[src/rtl/rop_blit_pkg.sv]
// Shared definitions for the raster-op rectangle copy engine.
// Assumes byte-wide data; the operation table is fixed by the requirements.
package rop_blit_pkg;

    typedef enum logic [1:0] {
        ST_IDLE = 2'd0,
        ST_SRC  = 2'd1,
        ST_DST  = 2'd2,
        ST_WR   = 2'd3
    } walk_state_t;

    localparam logic [3:0] SEL_WIDTH  = 4'd0;
    localparam logic [3:0] SEL_HEIGHT = 4'd1;
    localparam logic [3:0] SEL_SRC    = 4'd2;
    localparam logic [3:0] SEL_DST    = 4'd3;
    localparam logic [3:0] SEL_SPITCH = 4'd4;
    localparam logic [3:0] SEL_DPITCH = 4'd5;
    localparam logic [3:0] SEL_MODE   = 4'd6;
    localparam logic [3:0] SEL_OPCODE = 4'd7;
    localparam logic [3:0] SEL_GO     = 4'd8;

    localparam logic [7:0] OP_KEEP = 8'h06;

    typedef struct packed {
        logic       ok;
        logic [7:0] val;
    } op_out_t;

    // Evaluates one raster operation on a source/destination byte pair.
    function automatic op_out_t op_eval(input logic [7:0] code,
                                        input logic [7:0] s,
                                        input logic [7:0] d);
        op_out_t r;
        r.ok = 1'b1;
        case (code)
            8'h00:   r.val = 8'h00;
            8'h05:   r.val = s & d;
            8'h06:   r.val = d;
            8'h09:   r.val = s & ~d;
            8'h0B:   r.val = ~d;
            8'h0D:   r.val = s;
            8'h0E:   r.val = 8'hFF;
            8'h50:   r.val = ~s & d;
            8'h59:   r.val = s ^ d;
            8'h6D:   r.val = s | d;
            8'h90:   r.val = ~s | ~d;
            8'h95:   r.val = ~(s ^ d);
            8'hAD:   r.val = s | ~d;
            8'hD0:   r.val = ~s;
            8'hD6:   r.val = ~s | d;
            8'hDA:   r.val = ~s & ~d;
            default: begin
                r.ok  = 1'b0;
                r.val = d;
            end
        endcase
        return r;
    endfunction

endpackage

[src/rtl/rop_blit_regs.sv]
// Configuration register file for the copy engine.
// Holds the rectangle description and turns a go write into a one-cycle
// request. Values are truncated to the parameter widths; no read-back.
module rop_blit_regs
    import rop_blit_pkg::*;
#(
    parameter int AW = 12,
    parameter int LW = 8,
    parameter int RW = 16
) (
    input  logic          clk,
    input  logic          rst_n,
    input  logic          reg_wr,
    input  logic [3:0]    reg_sel,
    input  logic [RW-1:0] reg_wdata,
    output logic [LW-1:0] cfg_width,
    output logic [LW-1:0] cfg_height,
    output logic [AW-1:0] cfg_src,
    output logic [AW-1:0] cfg_dst,
    output logic [AW-1:0] cfg_spitch,
    output logic [AW-1:0] cfg_dpitch,
    output logic          cfg_backward,
    output logic [7:0]    cfg_opcode,
    output logic          go_req
);

    // Go request is a pure decode of the write strobe.
    assign go_req = reg_wr && (reg_sel == SEL_GO);

    // Capture configuration writes.
    always_ff @(posedge clk) begin
        if (!rst_n) begin
            cfg_width    <= '0;
            cfg_height   <= '0;
            cfg_src      <= '0;
            cfg_dst      <= '0;
            cfg_spitch   <= '0;
            cfg_dpitch   <= '0;
            cfg_backward <= 1'b0;
            cfg_opcode   <= '0;
        end else if (reg_wr) begin
            case (reg_sel)
                SEL_WIDTH:  cfg_width    <= LW'(reg_wdata);
                SEL_HEIGHT: cfg_height   <= LW'(reg_wdata);
                SEL_SRC:    cfg_src      <= AW'(reg_wdata);
                SEL_DST:    cfg_dst      <= AW'(reg_wdata);
                SEL_SPITCH: cfg_spitch   <= AW'(reg_wdata);
                SEL_DPITCH: cfg_dpitch   <= AW'(reg_wdata);
                SEL_MODE:   cfg_backward <= reg_wdata[0];
                SEL_OPCODE: cfg_opcode   <= reg_wdata[7:0];
                default:    ;
            endcase
        end
    end

endmodule

[src/rtl/rop_blit_alu.sv]
// Byte combiner: applies the latched raster operation to a source byte
// and the old destination byte. Purely combinational.
module rop_blit_alu
    import rop_blit_pkg::*;
(
    input  logic [7:0] op_code,
    input  logic [7:0] src_byte,
    input  logic [7:0] dst_byte,
    output logic [7:0] result
);

    op_out_t ev;

    // Evaluate the selected function.
    always_comb begin
        ev     = op_eval(op_code, src_byte, dst_byte);
        result = ev.val;
    end

    // the keep code must pass the destination through untouched.
    always_comb begin
        a_r3_keep_passes_dst: assert (op_code != OP_KEEP || result == dst_byte)
            else $error("keep code altered destination byte");
    end

endmodule

[src/rtl/rop_blit_walker.sv]
// Rectangle walker: latches the rectangle at launch, then steps through
// it byte by byte in three phases (read source, read destination, write).
// Assumes memory read data arrives one cycle after the address.
module rop_blit_walker
    import rop_blit_pkg::*;
#(
    parameter int AW = 12,
    parameter int LW = 8
) (
    input  logic          clk,
    input  logic          rst_n,
    input  logic          go_req,
    input  logic [LW-1:0] cfg_width,
    input  logic [LW-1:0] cfg_height,
    input  logic [AW-1:0] cfg_src,
    input  logic [AW-1:0] cfg_dst,
    input  logic [AW-1:0] cfg_spitch,
    input  logic [AW-1:0] cfg_dpitch,
    input  logic          cfg_backward,
    input  logic [7:0]    cfg_opcode,
    output logic [7:0]    alu_code,
    output logic [7:0]    alu_src,
    output logic [7:0]    alu_dst,
    input  logic [7:0]    alu_result,
    output logic [AW-1:0] mem_addr,
    output logic          mem_we,
    output logic [7:0]    mem_wdata,
    input  logic [7:0]    mem_rdata,
    output logic          busy,
    output logic          done
);

    walk_state_t   state;
    logic [LW-1:0] col, row, wlen, hlen;
    logic [AW-1:0] srow, drow, sstep, dstep;
    logic          bwd;
    logic [7:0]    code_q, src_q;
    logic          accept, launch_ok, last_col, last_row;
    logic [AW-1:0] s_addr, d_addr;
    op_out_t       chk;

    // Launch qualification from the live configuration.
    always_comb begin
        chk       = op_eval(cfg_opcode, 8'h00, 8'h00);
        accept    = go_req && (state == ST_IDLE);
        launch_ok = chk.ok && (cfg_width != '0) && (cfg_height != '0);
        last_col  = (col == wlen - 1'b1);
        last_row  = (row == hlen - 1'b1);
    end

    // Current byte addresses within the row, walked up or down.
    always_comb begin
        s_addr = bwd ? (srow - AW'(col)) : (srow + AW'(col));
        d_addr = bwd ? (drow - AW'(col)) : (drow + AW'(col));
    end

    // Memory port and combiner hookup.
    always_comb begin
        mem_addr  = (state == ST_SRC) ? s_addr : d_addr;
        mem_we    = (state == ST_WR);
        mem_wdata = alu_result;
        alu_code  = code_q;
        alu_src   = src_q;
        alu_dst   = mem_rdata;
        busy      = (state != ST_IDLE);
    end

    // Sequencer: launch, per-byte phases, row stepping, completion.
    always_ff @(posedge clk) begin
        if (!rst_n) begin
            state  <= ST_IDLE;
            done   <= 1'b0;
            col    <= '0;
            row    <= '0;
            wlen   <= '0;
            hlen   <= '0;
            srow   <= '0;
            drow   <= '0;
            sstep  <= '0;
            dstep  <= '0;
            bwd    <= 1'b0;
            code_q <= '0;
            src_q  <= '0;
        end else begin
            case (state)
                ST_IDLE: begin
                    if (accept) begin
                        if (launch_ok) begin
                            state  <= ST_SRC;
                            done   <= 1'b0;
                            col    <= '0;
                            row    <= '0;
                            wlen   <= cfg_width;
                            hlen   <= cfg_height;
                            srow   <= cfg_src;
                            drow   <= cfg_dst;
                            sstep  <= cfg_backward ? (AW'(0) - cfg_spitch) : cfg_spitch;
                            dstep  <= cfg_backward ? (AW'(0) - cfg_dpitch) : cfg_dpitch;
                            bwd    <= cfg_backward;
                            code_q <= cfg_opcode;
                        end else begin
                            done <= 1'b1;
                        end
                    end
                end
                ST_SRC: state <= ST_DST;
                ST_DST: begin
                    src_q <= mem_rdata;
                    state <= ST_WR;
                end
                ST_WR: begin
                    if (last_col) begin
                        col  <= '0;
                        srow <= srow + sstep;
                        drow <= drow + dstep;
                        if (last_row) begin
                            state <= ST_IDLE;
                            done  <= 1'b1;
                        end else begin
                            row   <= row + 1'b1;
                            state <= ST_SRC;
                        end
                    end else begin
                        col   <= col + 1'b1;
                        state <= ST_SRC;
                    end
                end
                default: state <= ST_IDLE;
            endcase
        end
    end

    // busy and done never overlap.
    a_r10_busy_done_exclusive: assert property (@(posedge clk) disable iff (!rst_n)
        !(busy && done));

    // writes only happen during a copy.
    a_r10_write_needs_busy: assert property (@(posedge clk) disable iff (!rst_n)
        mem_we |-> busy);

    // at most one write per byte slot, never back-to-back.
    a_r6_write_spacing: assert property (@(posedge clk) disable iff (!rst_n)
        mem_we |=> !mem_we);

    // a rejected code ends at once with no copy.
    a_r7_bad_code_aborts: assert property (@(posedge clk) disable iff (!rst_n)
        (accept && !chk.ok) |=> (done && !busy));

    // an empty rectangle ends at once with no copy.
    a_r9_empty_aborts: assert property (@(posedge clk) disable iff (!rst_n)
        (accept && (cfg_width == '0 || cfg_height == '0)) |=> (done && !busy));

    // a go write during a copy leaves the latched copy intact.
    a_r8_go_ignored_busy: assert property (@(posedge clk) disable iff (!rst_n)
        (go_req && busy) |=> ($stable(wlen) && $stable(hlen) && $stable(code_q) && $stable(bwd)));

endmodule

[src/rtl/rop_blit.sv]
// Top of the raster-op rectangle copy engine: register file, walker and
// byte combiner. Frame memory lives outside, on a single-port byte bus.
module rop_blit #(
    parameter int AW = 12,
    parameter int LW = 8,
    parameter int RW = 16
) (
    input  logic          clk,
    input  logic          rst_n,
    input  logic          reg_wr,
    input  logic [3:0]    reg_sel,
    input  logic [RW-1:0] reg_wdata,
    output logic          busy,
    output logic          done,
    output logic [AW-1:0] mem_addr,
    output logic          mem_we,
    output logic [7:0]    mem_wdata,
    input  logic [7:0]    mem_rdata
);

    logic [LW-1:0] cfg_width, cfg_height;
    logic [AW-1:0] cfg_src, cfg_dst, cfg_spitch, cfg_dpitch;
    logic          cfg_backward, go_req;
    logic [7:0]    cfg_opcode, alu_code, alu_src, alu_dst, alu_result;

    rop_blit_regs #(.AW(AW), .LW(LW), .RW(RW)) regs_i (
        .clk(clk), .rst_n(rst_n), .reg_wr(reg_wr), .reg_sel(reg_sel),
        .reg_wdata(reg_wdata), .cfg_width(cfg_width), .cfg_height(cfg_height),
        .cfg_src(cfg_src), .cfg_dst(cfg_dst), .cfg_spitch(cfg_spitch),
        .cfg_dpitch(cfg_dpitch), .cfg_backward(cfg_backward),
        .cfg_opcode(cfg_opcode), .go_req(go_req)
    );

    rop_blit_walker #(.AW(AW), .LW(LW)) walk_i (
        .clk(clk), .rst_n(rst_n), .go_req(go_req),
        .cfg_width(cfg_width), .cfg_height(cfg_height), .cfg_src(cfg_src),
        .cfg_dst(cfg_dst), .cfg_spitch(cfg_spitch), .cfg_dpitch(cfg_dpitch),
        .cfg_backward(cfg_backward), .cfg_opcode(cfg_opcode),
        .alu_code(alu_code), .alu_src(alu_src), .alu_dst(alu_dst),
        .alu_result(alu_result), .mem_addr(mem_addr), .mem_we(mem_we),
        .mem_wdata(mem_wdata), .mem_rdata(mem_rdata), .busy(busy), .done(done)
    );

    rop_blit_alu alu_i (
        .op_code(alu_code), .src_byte(alu_src), .dst_byte(alu_dst),
        .result(alu_result)
    );

endmodule

[config.mk]
export PLATFORM = sky130hd
export DESIGN_NAME = rop_blit
export DESIGN_NICKNAME = d
export VERILOG_FILES = /design/src/rtl/rop_blit_pkg.sv /design/src/rtl/rop_blit_regs.sv /design/src/rtl/rop_blit_alu.sv /design/src/rtl/rop_blit_walker.sv /design/src/rtl/rop_blit.sv
export SDC_FILE = /design/constraint.sdc
export NUM_CORES = 1
export LEC_CHECK = 0
export BUFFER_PORTS_ARGS = -buffer_cell sky130_fd_sc_hd__buf_2
export CAP_MARGIN = 20
export CORE_AREA = 2 2 181 201
export DETAILED_ROUTE_END_ITERATION = 10
export DIE_AREA = 0 0 183 203
export PLACE_DENSITY_LB_ADDON = 0.15
export RECOVER_POWER = 25
export SKIP_LAST_GASP = 1
export SLEW_MARGIN = 20
export SYNTH_ARGS = -nofsm -noshare
export SYNTH_HDL_FRONTEND = slang
export SYNTH_SLANG_ARGS = --single-unit
export TNS_END_PERCENT = 100
[constraint.sdc]
create_clock -name clk -period 5.6 [get_ports clk]
set_input_delay 1.68 -clock clk [delete_from_list [all_inputs] [get_ports clk]]
set_output_delay 1.68 -clock clk [all_outputs]
set_load 0.02 [all_outputs]
# --- Yosys cells after proc, flatten, opt, wreduce, memory -nomap -nowiden ---
# Index checks and enable logic that the tools add are counted.
classes:
  addsub: 12
  eq_ne: 47
  muxes: 32
  bitwise: 12
  reduce_logical: 27
op_table:
  columns: ["operator", "n"]
  rows:
  - ["$mux 12", 11]
  - ["$pmux 8 s15", 1]
  - ["$eq 8x8->1 const B", 12]
  - ["$eq 8x4->1 const B", 8]
  - ["$eq 8x7->1 const B", 6]
  - ["$pmux 12 s2", 2]
  - ["$mux 8", 5]
  - ["$and 8x8->8", 4]
  - ["$or 8x8->8", 4]
  - ["$pmux 8 s2", 2]
  - ["$add 12x12->12", 2]
  - ["$add 12x8->12", 2]
  - ["$eq 8x3->1 const B", 3]
  - ["$not 8->8", 3]
  - ["$sub 1x12->12 const A", 2]
  - ["$sub 12x8->12", 2]
  - ["$reduce_and 2->1", 9]
  - ["$add 8x1->8 const B", 2]
  - ["$eq 4x3->1 const B", 4]
  - ["$eq 8x8->1", 2]
  - ["$logic_not 8->1", 2]
  - ["$reduce_bool 8->1", 2]
  - ["$reduce_or 16->1", 1]
  - ["$sub 8x1->8 const B", 2]
  - ["19 further kinds", 37]
totals:
  register_bits: 173
  input_bits: 31
  out_inout_bits: 23
  word_cells: 151

# --- Depth between registers and ports, before layout ---
logic_depth:
  word_depth: 8
  depth_mapped: 15
  depth_no_buf: 14

# --- By module ---
# Synthesis repeated with hierarchy kept, for this count alone.
hier_totals:
  hier_cells: 1344
  hier_area_um2: 11299.6
by_module_without_submodules:
  columns: ["module", "n_inst", "cells_each", "area_each_um2", "seq_area_each_um2"]
  rows:
  - ["rop_blit_walker", 1, 861, 7171.9, 2001.9]
  - ["rop_blit_regs", 1, 260, 2697.6, 1461.4]
  - ["rop_blit_alu", 1, 223, 1430.1, 0.0]

# --- Worst setup path before layout ---
# Ideal clock, no wire load.
synth_path:
  path_kind: "register to output"
  from: "reg walk_i.state[1]"
  to: "out mem_addr[10]"
  arrival_ps: 3158
  t_required_ps: 3920
  path_slack_ps: 762
  stages_incl_launch_ff: 16
  n_path_buf: 1
  cell_sequence: "dfxtp_1 -> inv_1 -> ha_1 -> buf_1 -> mux2i_1 -> ha_1 -> inv_1 -> fa_1 -> a21o_1 -> a21oi_1 -> o21bai_1 -> a21oi_1 -> o21ai_0 -> a21o_1 -> a21oi_1 -> xnor2_1"
synth_via:
  elab_chain_cells: 2
synth_lines:
  columns: ["item", "line_no", "text"]
  rows:
  - ["start, declared", "rop_blit_walker.sv:33", "walk_state_t state;"]
  - ["start signal, assigned", "rop_blit_walker.sv:71", "state <= ST_IDLE;"]
  - ["start signal, assigned", "rop_blit_walker.sv:89", "state <= ST_SRC;"]
  - ["start signal, assigned", "rop_blit_walker.sv:106", "ST_SRC: state <= ST_DST;"]
  - ["$eq 2x1->1", "rop_blit_walker.sv:59", "mem_addr = (state == ST_SRC) ? s_addr : d_addr;"]
  - ["$mux 12", "rop_blit_walker.sv:59", null]
  - ["end, declared", "rop_blit.sv:15", "output logic [AW-1:0] mem_addr,"]
# Every way passes these cells.

# --- Worst setup path after layout ---
# Same ends and word-level chain as after synthesis.

==> flow_metrics.tcl <==
set metrics [dict create \
    drtIter0Drc 549 \
    pwr_density_cell_nw_per_um2 416.0 \
    grt_pass1_wl_mm 48.11 \
    hold-worst-slack_ns 0.4565 \
    synth_top_area_share_pct 33.20 \
    synth_edf_count 0 \
    synth_seq_cells 173 \
    dieArea_um2 37150 \
    die_h_um 203 \
    power.leakage_nw 4.424 \
    synth_most_common_cell "nand2_1" \
    synth.avg_cell_area_um2 7.885 \
    setup_viol 0 \
    start_util_pct 29.85 \
    nFillCells 3789 \
    multiInputGateArea_um2 6513 \
    cts_buffer_depth 2 \
    io_pins 54 \
    std_cell_rows 72 \
    drc_errors 0 \
    grt_pass1_vias 8922 \
    seq_area_um2 3465 \
    vias 9183 \
    worst_slew_pin_slew_ns 2.826 \
    nets 1406 \
    cp-end-kind "output port" \
    ir_drop_mv 0.4880 \
    rsz0062_at_grt "no" \
    fmax_mhz 189.5 \
    cts_resized 0 \
    finalCriticalPeriod_ns 5.277 \
    skew_ns 0.01088 \
    postCtsHoldBufs 0 \
    root_buffer "clkbuf_16" \
    grt_antenna_before_repair 0 \
    fp.coreArea_um2 34950 \
    diodes 0 \
    syn-num-nets 1402 \
    wire_per_inst_um 16.76 \
    crit_fanout 12 \
    cts_max_level 4 \
    arrival_ns 3.60 \
    die_width_um 183 \
    reg2reg_slack_ns 2.09 \
    io_buffers 49 \
    gp_congestion 0.8358 \
    finalSetupTns_ns 0 \
    clk-insertion-delay-late_ns 0.44 \
    worst_ep_required_time_ns 3.92 \
    dp_cells 1752 \
    cts_sinks 173 \
    grt-ovfl-total 0 \
    ant_nets 0 \
    wl_met3_um 728 \
    synth_top_area_cell "dfxtp_1" \
    drv_cap 2 \
    stdcell_count 1784 \
    synth_ff_type "dfxtp_1" \
    cts_tree "yes" \
    postSynthCellCount 1323 \
    relSlewSlack_pct -88.42 \
    track_usage_pct 16.29 \
    dp_hpwl_mm 21.47 \
    met1_length_mm 13.39 \
    highest_layer "met4" \
    synth.distinct_cells 72 \
    synth-async-reset-ratio_pct 0 \
    slew_viol_final 162 \
    cts_buffers 17 \
    synth_area_leaders "dfxtp_1 (33%), nand2_1 (6.9%), mux2i_1 (6.8%), nor2_1 (6.0%), ha_1 (5.4%)" \
    total_power_mw 4.838 \
    cts_setup_buffers 0 \
    outcome "finished, violations left" \
    synthTopCellsByCount "nand2_1 (193), dfxtp_1 (173), nor2_1 (168)" \
    drt-total-wl_mm 29.90 \
    ys_seq_area_share_pct 33.20 \
    min_path_type "reg -> reg" \
    wl_met2_mm 15.23 \
    violations "capacitance limit, slew limit" \
    via_per_inst 5.147 \
    hold_violations 0 \
    first_pass_iters 5 \
    fin_util_pct 33.27 \
    path_clk_slew_ns 0.07 \
    area_delta_synth_final_pct 11.48 \
    synthesis.area_um2 10430 \
    ys_warn_count 0 \
    fin_crit_sh_pct 94.23 \
    drive_above_1_share_pct 8.806 \
    start_kind "flip-flop" \
    criticalPathCategory "reg -> out" \
    grt_max_degree 86 \
]
## cells by family (layout without fill, tap and decap cells)
group / count (synthesis) / after routing / share of synthesized area (%)
buffers and inverters: 117 / 134 / 4.462
DFF: 173 / 173 / 33.20
xor gates and xnor gates: 76 / 76 / 6.380
and+or+nand+nor: 514 / 514 / 22.12
muxes: 81 / 81 / 7.892
AOI/OAI and AO/OA: 314 / 314 / 19.98
adders and majority gates: 48 / 48 / 5.973
## stage by stage
| stage | instance area (um2) | setup slack, ns |
|---|---|---|
| 2_1_floorplan | 10430 | 0.7624 |
| 3_3_place_gp | 11060 | 0.6406 |
| 3_5_place_dp | 11060 | 0.6507 |
| 4_1_cts | 11650 | 0.1504 |
| 5_1_grt | 11630 | 0.02996 |
| 6_report | 11630 | 0.3233 |
## layout by cell type, fill, tap and decap left out, types with 14 or more instances in the layout
cell type / instances
xor2_1: 37
nor4_1: 15
a21oi_1: 110
o21ai_0: 37
xnor2_1: 39
nand3_1: 28
inv_1: 36
dfxtp_1: 172
nor2b_1: 14
mux2i_1: 70
ha_1: 45
nor2_1: 168
buf_2: 46
clkbuf_16: 17
a211oi_1: 39
nand2_1: 193
nor3_1: 20
## routing by layer
metal / up-vias / GRT usage [%]
li1: 4692 / -
met1: 4339 / 19.63
met2: 123 / 29.68
met3: 29 / 2.457
met4: 0 / 4.914
met5: - / 0
## worst paths after layout
kind / startpoint / endpoint / cells after the start
worst max-delay path: walk_i.state[1] / mem_addr[10] / 14
worst max register to register: regs_i.cfg_opcode[2] / walk_i.srow[11] / 10
worst min-delay path: walk_i.sstep[6] / walk_i.sstep[6] / 2
worst min register to register: walk_i.sstep[6] / walk_i.sstep[6] / 2
## where the power goes
part	internal, mW	switching, mW	total, mW
combinational	0.874	1.33	2.20
sequential	1.32	0.105	1.42
clock	0.668	0.548	1.22
total	2.86	1.98	4.84
## state kept, by name, indices dropped and copies added (netlist names), 2 cells and up
register	cells
walk_i.hlen	8
regs_i.cfg_dpitch	12
walk_i.row	8
walk_i.drow	12
walk_i.alu_code	8
walk_i.alu_src	8
walk_i.state	2
walk_i.sstep	12
walk_i.srow	12
walk_i.dstep	12
regs_i.cfg_src	12
walk_i.wlen	8
regs_i.cfg_opcode	8
regs_i.cfg_height	8
walk_i.col	8
regs_i.cfg_width	8
regs_i.cfg_spitch	12
regs_i.cfg_dst	12
## worst max-delay path, stage by stage, from the launching register on
cell	delay [ns]
dfxtp_2	0.34
inv_1	0.09
ha_1	0.24
buf_4	0.24
mux2_2	0.38
ha_1	0.34
a21o_1	0.18
a21oi_1	0.21
o21bai_1	0.11
a21oi_2	0.18
o21ai_0	0.16
a21o_1	0.20
a21oi_1	0.17
xnor2_1	0.14
buf_2	0.19
## final cells by class
class,count,share of cell area (%)
clock buffer,18,3.690
multi-input combinational,1033,56.00
tap,444,4.777
clock inverter,14,1.377
sequential,173,29.79
inverter,37,1.194
timing repair buffer,65,3.174
Note: power is estimated with default switching activity, not from simulation.
